<file path="config.mk">
export PLATFORM = sky130hd
export DESIGN_NAME = dfm_match_top
export DESIGN_NICKNAME = d
export VERILOG_FILES = /design/src/rtl/dfm_pkg.sv /design/src/rtl/dfm_tok_fifo.sv /design/src/rtl/dfm_match_unit.sv /design/src/rtl/dfm_alu_form.sv /design/src/rtl/dfm_match_top.sv
export SDC_FILE = /design/constraint.sdc
export NUM_CORES = 2
export LEC_CHECK = 0
export ABC_AREA = 1
export BUFFER_PORTS_ARGS = -buffer_cell sky130_fd_sc_hd__buf_2
export CAP_MARGIN = 40
export CORE_AREA = 2 2 434 436
export DETAILED_ROUTE_END_ITERATION = 16
export DIE_AREA = 0 0 436 438
export PLACE_DENSITY = 0.41
export SLEW_MARGIN = 20
export SYNTH_ARGS = -nofsm -noshare
export SYNTH_HDL_FRONTEND = slang
export SYNTH_SLANG_ARGS = --single-unit
</file>
<file path="constraint.sdc">
create_clock -name clk_i -period 6.3 [get_ports clk_i]
set_input_delay 0 -clock clk_i [delete_from_list [all_inputs] [get_ports clk_i]]
set_output_delay 0 -clock clk_i [all_outputs]
set_load 0.005 [all_outputs]
</file>
<file path="src/rtl/dfm_pkg.sv">
package dfm_pkg;
  parameter int VAL_W = 16;
  parameter int IP_W  = 4;
  parameter int FA_W  = 4;
  localparam int IMD  = 1 << IP_W;
  localparam int FMD  = 1 << FA_W;

  typedef enum logic [2:0] {
    ALU_ADD, ALU_SUB, ALU_AND, ALU_OR, ALU_XOR, ALU_PASSL, ALU_LTU, ALU_EQ
  } alu_op_e;

  typedef enum logic [2:0] {
    WM_UNARY, WM_NORMAL, WM_STICKY, WM_EXCH, WM_IMPER
  } wm_e;

  typedef struct packed {
    logic [FA_W-1:0]  fp;
    logic [IP_W-1:0]  ip;
    logic             port;
    logic [VAL_W-1:0] val;
  } tok_t;

  typedef struct packed {
    alu_op_e         op;
    logic            ea_abs;
    wm_e             wm;
    logic [FA_W-1:0] r;
    logic [IP_W-1:0] d1_ip;
    logic            d1_port;
    logic            d2_en;
    logic [IP_W-1:0] d2_ip;
    logic            d2_port;
    logic            sw;
  } instr_t;

  localparam int TOK_W   = $bits(tok_t);
  localparam int INSTR_W = $bits(instr_t);

  typedef struct packed {
    logic   vld;
    tok_t   tok;
    instr_t ins;
  } s1_t;

  typedef struct packed {
    logic             vld;
    logic [FA_W-1:0]  fp;
    instr_t           ins;
    logic [VAL_W-1:0] vl;
    logic [VAL_W-1:0] vr;
  } s2_t;
endpackage

</file>
<file path="src/rtl/dfm_tok_fifo.sv">
module dfm_tok_fifo #(
  parameter int W     = 8,
  parameter int DEPTH = 4
) (
  input  logic               clk_i,
  input  logic               rst_ni,
  input  logic               push_i,
  input  logic [W-1:0]       din_i,
  input  logic               pop_i,
  output logic [W-1:0]       dout_o,
  output logic               empty_o,
  output logic               full_o,
  output logic [$clog2(DEPTH+1)-1:0] count_o
);
  localparam int AW = (DEPTH > 1) ? $clog2(DEPTH) : 1;
  localparam int CW = $clog2(DEPTH+1);

  logic [W-1:0]  mem [DEPTH];
  logic [AW-1:0] wp, rp;
  logic [CW-1:0] cnt;
  logic          do_push, do_pop;

  function automatic logic [AW-1:0] nxt(input logic [AW-1:0] p);
    return (p == AW'(DEPTH-1)) ? '0 : p + 1'b1;
  endfunction

  assign empty_o = (cnt == '0);
  assign full_o  = (cnt == CW'(DEPTH));
  assign do_push = push_i && !full_o;
  assign do_pop  = pop_i && !empty_o;
  assign dout_o  = mem[rp];
  assign count_o = cnt;

  always_ff @(posedge clk_i) begin
    if (do_push) mem[wp] <= din_i;
  end

  always_ff @(posedge clk_i or negedge rst_ni) begin
    if (!rst_ni) begin
      wp  <= '0;
      rp  <= '0;
      cnt <= '0;
    end else begin
      if (do_push) wp <= nxt(wp);
      if (do_pop)  rp <= nxt(rp);
      cnt <= cnt + CW'(do_push) - CW'(do_pop);
    end
  end
endmodule

</file>
<file path="src/rtl/dfm_match_unit.sv">
module dfm_match_unit import dfm_pkg::*; (
  input  logic            clk_i,
  input  logic            rst_ni,
  input  s1_t             s1_i,
  output s2_t             s2_o,
  output logic [FMD-1:0]  pres_o,
  output logic [FA_W-1:0] ea_o
);
  logic [VAL_W-1:0] fval [FMD];
  logic [FMD-1:0]   pres;
  logic [FA_W-1:0]  ea;
  logic             pb, fire, wr, set_pb, clr_pb;
  logic [VAL_W-1:0] stored, partner, vl, vr;

  assign ea     = s1_i.ins.ea_abs ? s1_i.ins.r : s1_i.tok.fp + s1_i.ins.r;
  assign pb     = pres[ea];
  assign stored = fval[ea];
  assign pres_o = pres;
  assign ea_o   = ea;

  always_comb begin
    fire    = 1'b0;
    wr      = 1'b0;
    set_pb  = 1'b0;
    clr_pb  = 1'b0;
    partner = stored;
    unique case (s1_i.ins.wm)
      WM_NORMAL: begin
        fire = pb;
        if (pb) clr_pb = 1'b1;
        else begin wr = 1'b1; set_pb = 1'b1; end
      end
      WM_STICKY: begin
        fire = pb;
        if (!pb) begin wr = 1'b1; set_pb = 1'b1; end
      end
      WM_EXCH: begin
        fire   = pb;
        wr     = 1'b1;
        set_pb = 1'b1;
      end
      WM_IMPER: fire = 1'b1;
      default: begin
        fire    = 1'b1;
        partner = '0;
      end
    endcase
    if (s1_i.ins.wm inside {WM_NORMAL, WM_STICKY, WM_EXCH, WM_IMPER} && s1_i.tok.port) begin
      vl = partner;
      vr = s1_i.tok.val;
    end else begin
      vl = s1_i.tok.val;
      vr = partner;
    end
  end

  always_ff @(posedge clk_i or negedge rst_ni) begin
    if (!rst_ni) begin
      pres <= '0;
      s2_o <= '0;
      for (int i = 0; i < FMD; i++) fval[i] <= '0;
    end else begin
      if (s1_i.vld) begin
        if (wr)     fval[ea] <= s1_i.tok.val;
        if (set_pb) pres[ea] <= 1'b1;
        if (clr_pb) pres[ea] <= 1'b0;
      end
      s2_o.vld <= s1_i.vld && fire;
      s2_o.fp  <= s1_i.tok.fp;
      s2_o.ins <= s1_i.ins;
      s2_o.vl  <= vl;
      s2_o.vr  <= vr;
    end
  end
endmodule

</file>
<file path="src/rtl/dfm_alu_form.sv">
module dfm_alu_form import dfm_pkg::*; (
  input  logic clk_i,
  input  logic rst_ni,
  input  s2_t  s2_i,
  output logic a_vld_o,
  output tok_t a_tok_o,
  output logic b_vld_o,
  output tok_t b_tok_o
);
  logic [VAL_W-1:0] res;
  logic             cc, en_a, en_b;

  always_comb begin
    unique case (s2_i.ins.op)
      ALU_ADD:   res = s2_i.vl + s2_i.vr;
      ALU_SUB:   res = s2_i.vl - s2_i.vr;
      ALU_AND:   res = s2_i.vl & s2_i.vr;
      ALU_OR:    res = s2_i.vl | s2_i.vr;
      ALU_XOR:   res = s2_i.vl ^ s2_i.vr;
      ALU_PASSL: res = s2_i.vl;
      ALU_LTU:   res = VAL_W'(s2_i.vl < s2_i.vr);
      default:   res = VAL_W'(s2_i.vl == s2_i.vr);
    endcase
  end

  assign cc   = |s2_i.vr;
  assign en_a = s2_i.vld && (!s2_i.ins.sw || cc);
  assign en_b = s2_i.vld && s2_i.ins.d2_en && (!s2_i.ins.sw || !cc);

  always_ff @(posedge clk_i or negedge rst_ni) begin
    if (!rst_ni) begin
      a_vld_o <= 1'b0;
      b_vld_o <= 1'b0;
      a_tok_o <= '0;
      b_tok_o <= '0;
    end else begin
      a_vld_o <= en_a;
      b_vld_o <= en_b;
      a_tok_o <= '{fp: s2_i.fp, ip: s2_i.ins.d1_ip, port: s2_i.ins.d1_port, val: res};
      b_tok_o <= '{fp: s2_i.fp, ip: s2_i.ins.d2_ip, port: s2_i.ins.d2_port, val: res};
    end
  end
endmodule

</file>
<file path="src/rtl/dfm_match_top.sv">
module dfm_match_top import dfm_pkg::*; #(
  parameter int QDEPTH = 4
) (
  input  logic               clk_i,
  input  logic               rst_ni,
  input  logic               im_we_i,
  input  logic [IP_W-1:0]    im_addr_i,
  input  logic [INSTR_W-1:0] im_wdata_i,
  input  logic               sys_valid_i,
  input  logic [TOK_W-1:0]   sys_tok_i,
  output logic               sys_ready_o,
  input  logic               usr_valid_i,
  input  logic [TOK_W-1:0]   usr_tok_i,
  output logic               usr_ready_o,
  output logic               out_a_valid_o,
  output logic [TOK_W-1:0]   out_a_tok_o,
  output logic               out_b_valid_o,
  output logic [TOK_W-1:0]   out_b_tok_o
);
  localparam int CW = $clog2(QDEPTH+1);

  logic [TOK_W-1:0] sys_head, usr_head;
  logic             sys_empty, usr_empty, sys_full, usr_full;
  logic [CW-1:0]    sys_cnt, usr_cnt;
  logic             pop_sys, pop_usr;
  tok_t             head;
  instr_t           imem [IMD];
  s1_t              s1_q;
  s2_t              s2_q;
  logic [FMD-1:0]   pres;
  logic [FA_W-1:0]  ea;
  tok_t             a_tok, b_tok;

  dfm_tok_fifo #(.W(TOK_W), .DEPTH(QDEPTH)) u_sys_q (
    .clk_i, .rst_ni, .push_i(sys_valid_i), .din_i(sys_tok_i), .pop_i(pop_sys),
    .dout_o(sys_head), .empty_o(sys_empty), .full_o(sys_full), .count_o(sys_cnt));

  dfm_tok_fifo #(.W(TOK_W), .DEPTH(QDEPTH)) u_usr_q (
    .clk_i, .rst_ni, .push_i(usr_valid_i), .din_i(usr_tok_i), .pop_i(pop_usr),
    .dout_o(usr_head), .empty_o(usr_empty), .full_o(usr_full), .count_o(usr_cnt));

  assign sys_ready_o = !sys_full;
  assign usr_ready_o = !usr_full;
  assign pop_sys     = !sys_empty;
  assign pop_usr     = sys_empty && !usr_empty;
  assign head        = pop_sys ? tok_t'(sys_head) : tok_t'(usr_head);

  always_ff @(posedge clk_i or negedge rst_ni) begin
    if (!rst_ni) begin
      for (int i = 0; i < IMD; i++) imem[i] <= '0;
      s1_q <= '0;
    end else begin
      if (im_we_i) imem[im_addr_i] <= instr_t'(im_wdata_i);
      s1_q.vld <= pop_sys || pop_usr;
      s1_q.tok <= head;
      s1_q.ins <= imem[head.ip];
    end
  end

  dfm_match_unit u_match (
    .clk_i, .rst_ni, .s1_i(s1_q), .s2_o(s2_q), .pres_o(pres), .ea_o(ea));

  dfm_alu_form u_form (
    .clk_i, .rst_ni, .s2_i(s2_q),
    .a_vld_o(out_a_valid_o), .a_tok_o(a_tok),
    .b_vld_o(out_b_valid_o), .b_tok_o(b_tok));

  assign out_a_tok_o = a_tok;
  assign out_b_tok_o = b_tok;
endmodule

</file>
==> qor.csv <==
stage,metric,value,unit
run_status,status,completed,
logic_synthesis,sequential area share after synthesis,55.23,%
route,TritonRoute pass-1 iters,7,
timing,fin. max-slew vios,0,
logic_synthesis,Synth top area share,42.27,%
pwr,combinational share of power,53.0,%
timing,Slew headroom,33.83,%
setup_path,CP Capture Type,register,
setup_path,max incr delay on CP,0.50,ns
floorplan,io pins,136,
setup_path,CP Class,register to register,
floorplan,Die X,436,µm
route,wire per inst,19.77,µm
logic_synthesis,Post-synth EDFFs,200,
floorplan,core footprint,186600,µm²
route,"wirelength, routed",160.9,mm
timing,RSZ-0062 raised after global routing,false,
logic_synthesis,Post-Synthesis Cells,5458,
floorplan,Starting Density,24.84,%
timing,Final period util,68.01,%
route,initial DRC count,3040,
timing,"Hold Vio Cnt, Final",0,
layout,Total Nets Final,5695,
layout,area delta synth->final,18.16,%
run,max_cap viols,0,
logic_synthesis,Mapped Area,46350,µm²
logic_synthesis,synth top area cells,"dfrtp_1 42%, nand2_1 14%, edfxtp_1 13%, o21ai_0 6.0%, nand4_1 4.0%",
timing,clk_skew,0.04116,ns
placed_design,hpwl dp,96.58,mm
setup_path,worst path cell trace,ha_1 -> fa_1 -> inv_1 -> nand2_1 -> o21ai_4 -> buf_4 -> nand2_1 -> nand2_1 -> nand2_1 -> nand2_1 -> nand2_1 -> nand3_4 -> buf_12 -> nand3_2 -> nand2_1 -> nand2_1,
timing,final-report setup violation count,0,
pwr,clock share of power,19.7,%
timing,Setup TNS,0,ns
route,DRT antenna net count,0,
logic_synthesis,Post-Syn Nets,5614,
clocking,Max Buffers Root-to-Sink,3,
clocking,worst skew pair latency,0.76,ns
pwr,Final Power,34.53,mW
clocking,clock sinks,983,
pwr,P_int,17.14,mW
logic_synthesis,ys flop type,dfrtp_1,
grt,initial antenna violation count,15,
clocking,Worst-path clk slew,0.06,ns
route,vias post-DR,37730,
timing,post-route minimum period,4.284,ns
placed_design,IO Port Bufs,135,
logic_synthesis,Synth Warn #,0,
grt,vias in the first global route,36410,
route,drt via density,4.635,
hold_path,Hold Crit Class,input pin to register,
clocking,Resized cells post-CTS,0,
timing,worst slew pin tran,0.9926,ns
placed_design,Placer Congestion,0.8208,
floorplan,die footprint,191000,µm²
setup_path,CP max FO,115,
grt,grt met2 use,26.95,%
pwr,Leak Pwr,25.31,nW
pwr,Cell Pwr Density,630.4,nW/µm²
setup_path,"most used cell, CP",nand2_1,
floorplan,cell row count,159,
layout,Seq. cell area,25600,µm²
route,DRC,0,
logic_synthesis,synth cell count leaders,"1702 x nand2_1, 783 x dfrtp_1, 560 x o21ai_0",
timing,FMAX,0.2334,GHz
logic_synthesis,Yosys cell types,51,
pwr,peak supply drop,1206,µV
clocking,CTS Buf Count,114,
grt,GR peak layer,met2,
floorplan,Die Y,438,µm
clocking,H-tree Lvls,3,
setup_path,Critical Path RT,6.91,ns
grt,largest net degree at the start of global routing,177,
grt,GRT met3 Usage,2.045,%
grt,Total Routing Usage GR,16.57,%
logic_synthesis,Async SR Flop Fraction,79.65,%
clocking,clock root buffer,clkbuf_16,
setup_path,slowest cell on the critical path,nand3_2,
logic_synthesis,"count leader, synth",nand2_1,
layout,# fillers,19990,
pwr,NetSw,17.39,mW
logic_synthesis,mean area per synthesized cell,8.492,µm²
layout,layout cell share with drive strength beyond 1,9.949,%
layout,multi-input logic area,17640,µm²
logic_synthesis,cell taking the most area after synthesis,dfrtp_1,
setup_path,CP arrival,4.89,ns
setup_path,CP Launch Type,register,
pwr,Sequential Power Share,27.3,%
clocking,CTS tree,built,
logic_synthesis,"FF+latch count, synth",983,
grt,GRT overflow,0,
grt,routing usage on met1,23.16,%
grt,first-pass GRT wire length,243.5,mm
pwr,switching share of power,50.36,%
[area by class of cell]
| type | instances | area share, % |
|---|---|---|
| sequential | 983 | 46.74 |
| inverter | 405 | 2.778 |
| multi-input combinational | 3669 | 32.21 |
| clock inverter | 47 | 0.9800 |
| timing repair buffer | 366 | 5.471 |
| clock buffer | 169 | 6.097 |
| tap | 2495 | 5.700 |
| antenna | 6 | 0.02741 |
[routing by layer]
layer | wire (µm) | vias up | part of all wire, %
li1 | - | 18160 | -
met2 | 75920 | 839 | 47
met1 | 74470 | 18520 | 46
met4 | 3559 | 14 | 2.2
met5 | 94 | - | 0.058
met3 | 6884 | 197 | 4.3
[critical path: cells and delay by family, from the launching register on]
family          cells  cell delay (ns)
compound gates      1             0.24
fa+ha+maj           2             0.68
buf+inv             3             0.99
flops               1             0.44
simple gates       10             1.69
[kinds of logic after synthesis]
logic type | count (synthesis) | synth area share (%)
DFF | 983 | 55.23
AOI/OAI and AO/OA | 824 | 10.11
xor gates and xnor gates | 7 | 0.1323
and+or+nand+nor | 2764 | 25.43
buffers and inverters | 806 | 7.026
adders and majority gates | 74 | 2.079
[state kept, by name (all words and copies together) (netlist names)]
name,flops
u_form.a_vld_o,1
u_usr_q.count_o,3
u_sys_q.rp,2
u_sys_q.wp,2
u_form.b_vld_o,1
u_sys_q.count_o,3
u_form.a_tok_o,25
u_usr_q.rp,2
imem,368
u_form.b_tok_o,5
u_match.fval,256
u_usr_q.wp,2
u_usr_q.mem,100
u_sys_q.mem,100
u_match.pres_o,16
s1_q,45
u_match.s2_o,52
[per-stage QoR]
stage               cell area, µm²  util, %  std cells  worst slack (ns)  hold slack (ns)
floorplan                    46350        -       5458             3.788          -0.2956
CTS                          54600    29.26       8125             1.904         0.002020
global placement             49430    26.49       7785             1.933           0.1454
detailed placement           49530    26.54       7792             1.945           0.1408
global route                 54770    29.35       8138             1.691          0.02410
finish                       54770    29.35       8140             2.016          0.06221
[power by group through the flow]
stage                     clock network, mW  logic, mW  registers, mW
after floorplan                           0       11.7           9.17
after global placement                    0       18.2           9.55
after detailed placement                  0       18.3           9.56
after CTS                              7.01       18.4           9.45
after global routing                   7.26       20.2           9.65
final                                  6.79       18.3           9.44
[cells in the final DEF, fill, tap and decap left out, drive strengths merged, types with 11 or more instances in the layout]
master and count:
nand4 299, o21ai 562, nand3b 11, nor3 13, nand2 1707, ha 69, o221a 21, or2 23
a221oi 12, clkbuf 169, nand3 295, dlygate4sd3 116, a31oi 21, edfxtp 200, dfrtp 783, clkinv 42
inv 398, nor2 411, buf 250, o211ai 70, o21a 15, a21oi 69, o22ai 28
[worst paths after layout]
check,cells after the start,from,slack (ns),end
worst max-delay path,16,s1_q[12],2.02,u_match.fval[186]
worst min register to register,0,s1_q[1],0.34,u_match.s2_o[33]
worst max register to register,16,s1_q[12],2.02,u_match.fval[186]
worst min-delay path,2,sys_tok_i[11],0.06,u_sys_q.mem[0][11]
max in group asynchronous,5,rst_ni,4.57,u_match.fval[146]
min in group asynchronous,4,rst_ni,0.52,u_form.a_tok_o[11]
[what timing repair did]
| item | 4_1_cts | 5_1_grt |
|---|---|---|
| buffers inserted | 0 | 0 |
| endpoints found under the setup margin | 0 | 0 |
| hold buffers | 117 | 0 |
| hold endpoints to repair | 675 | 0 |
Power figures use the tool's default switching activity.
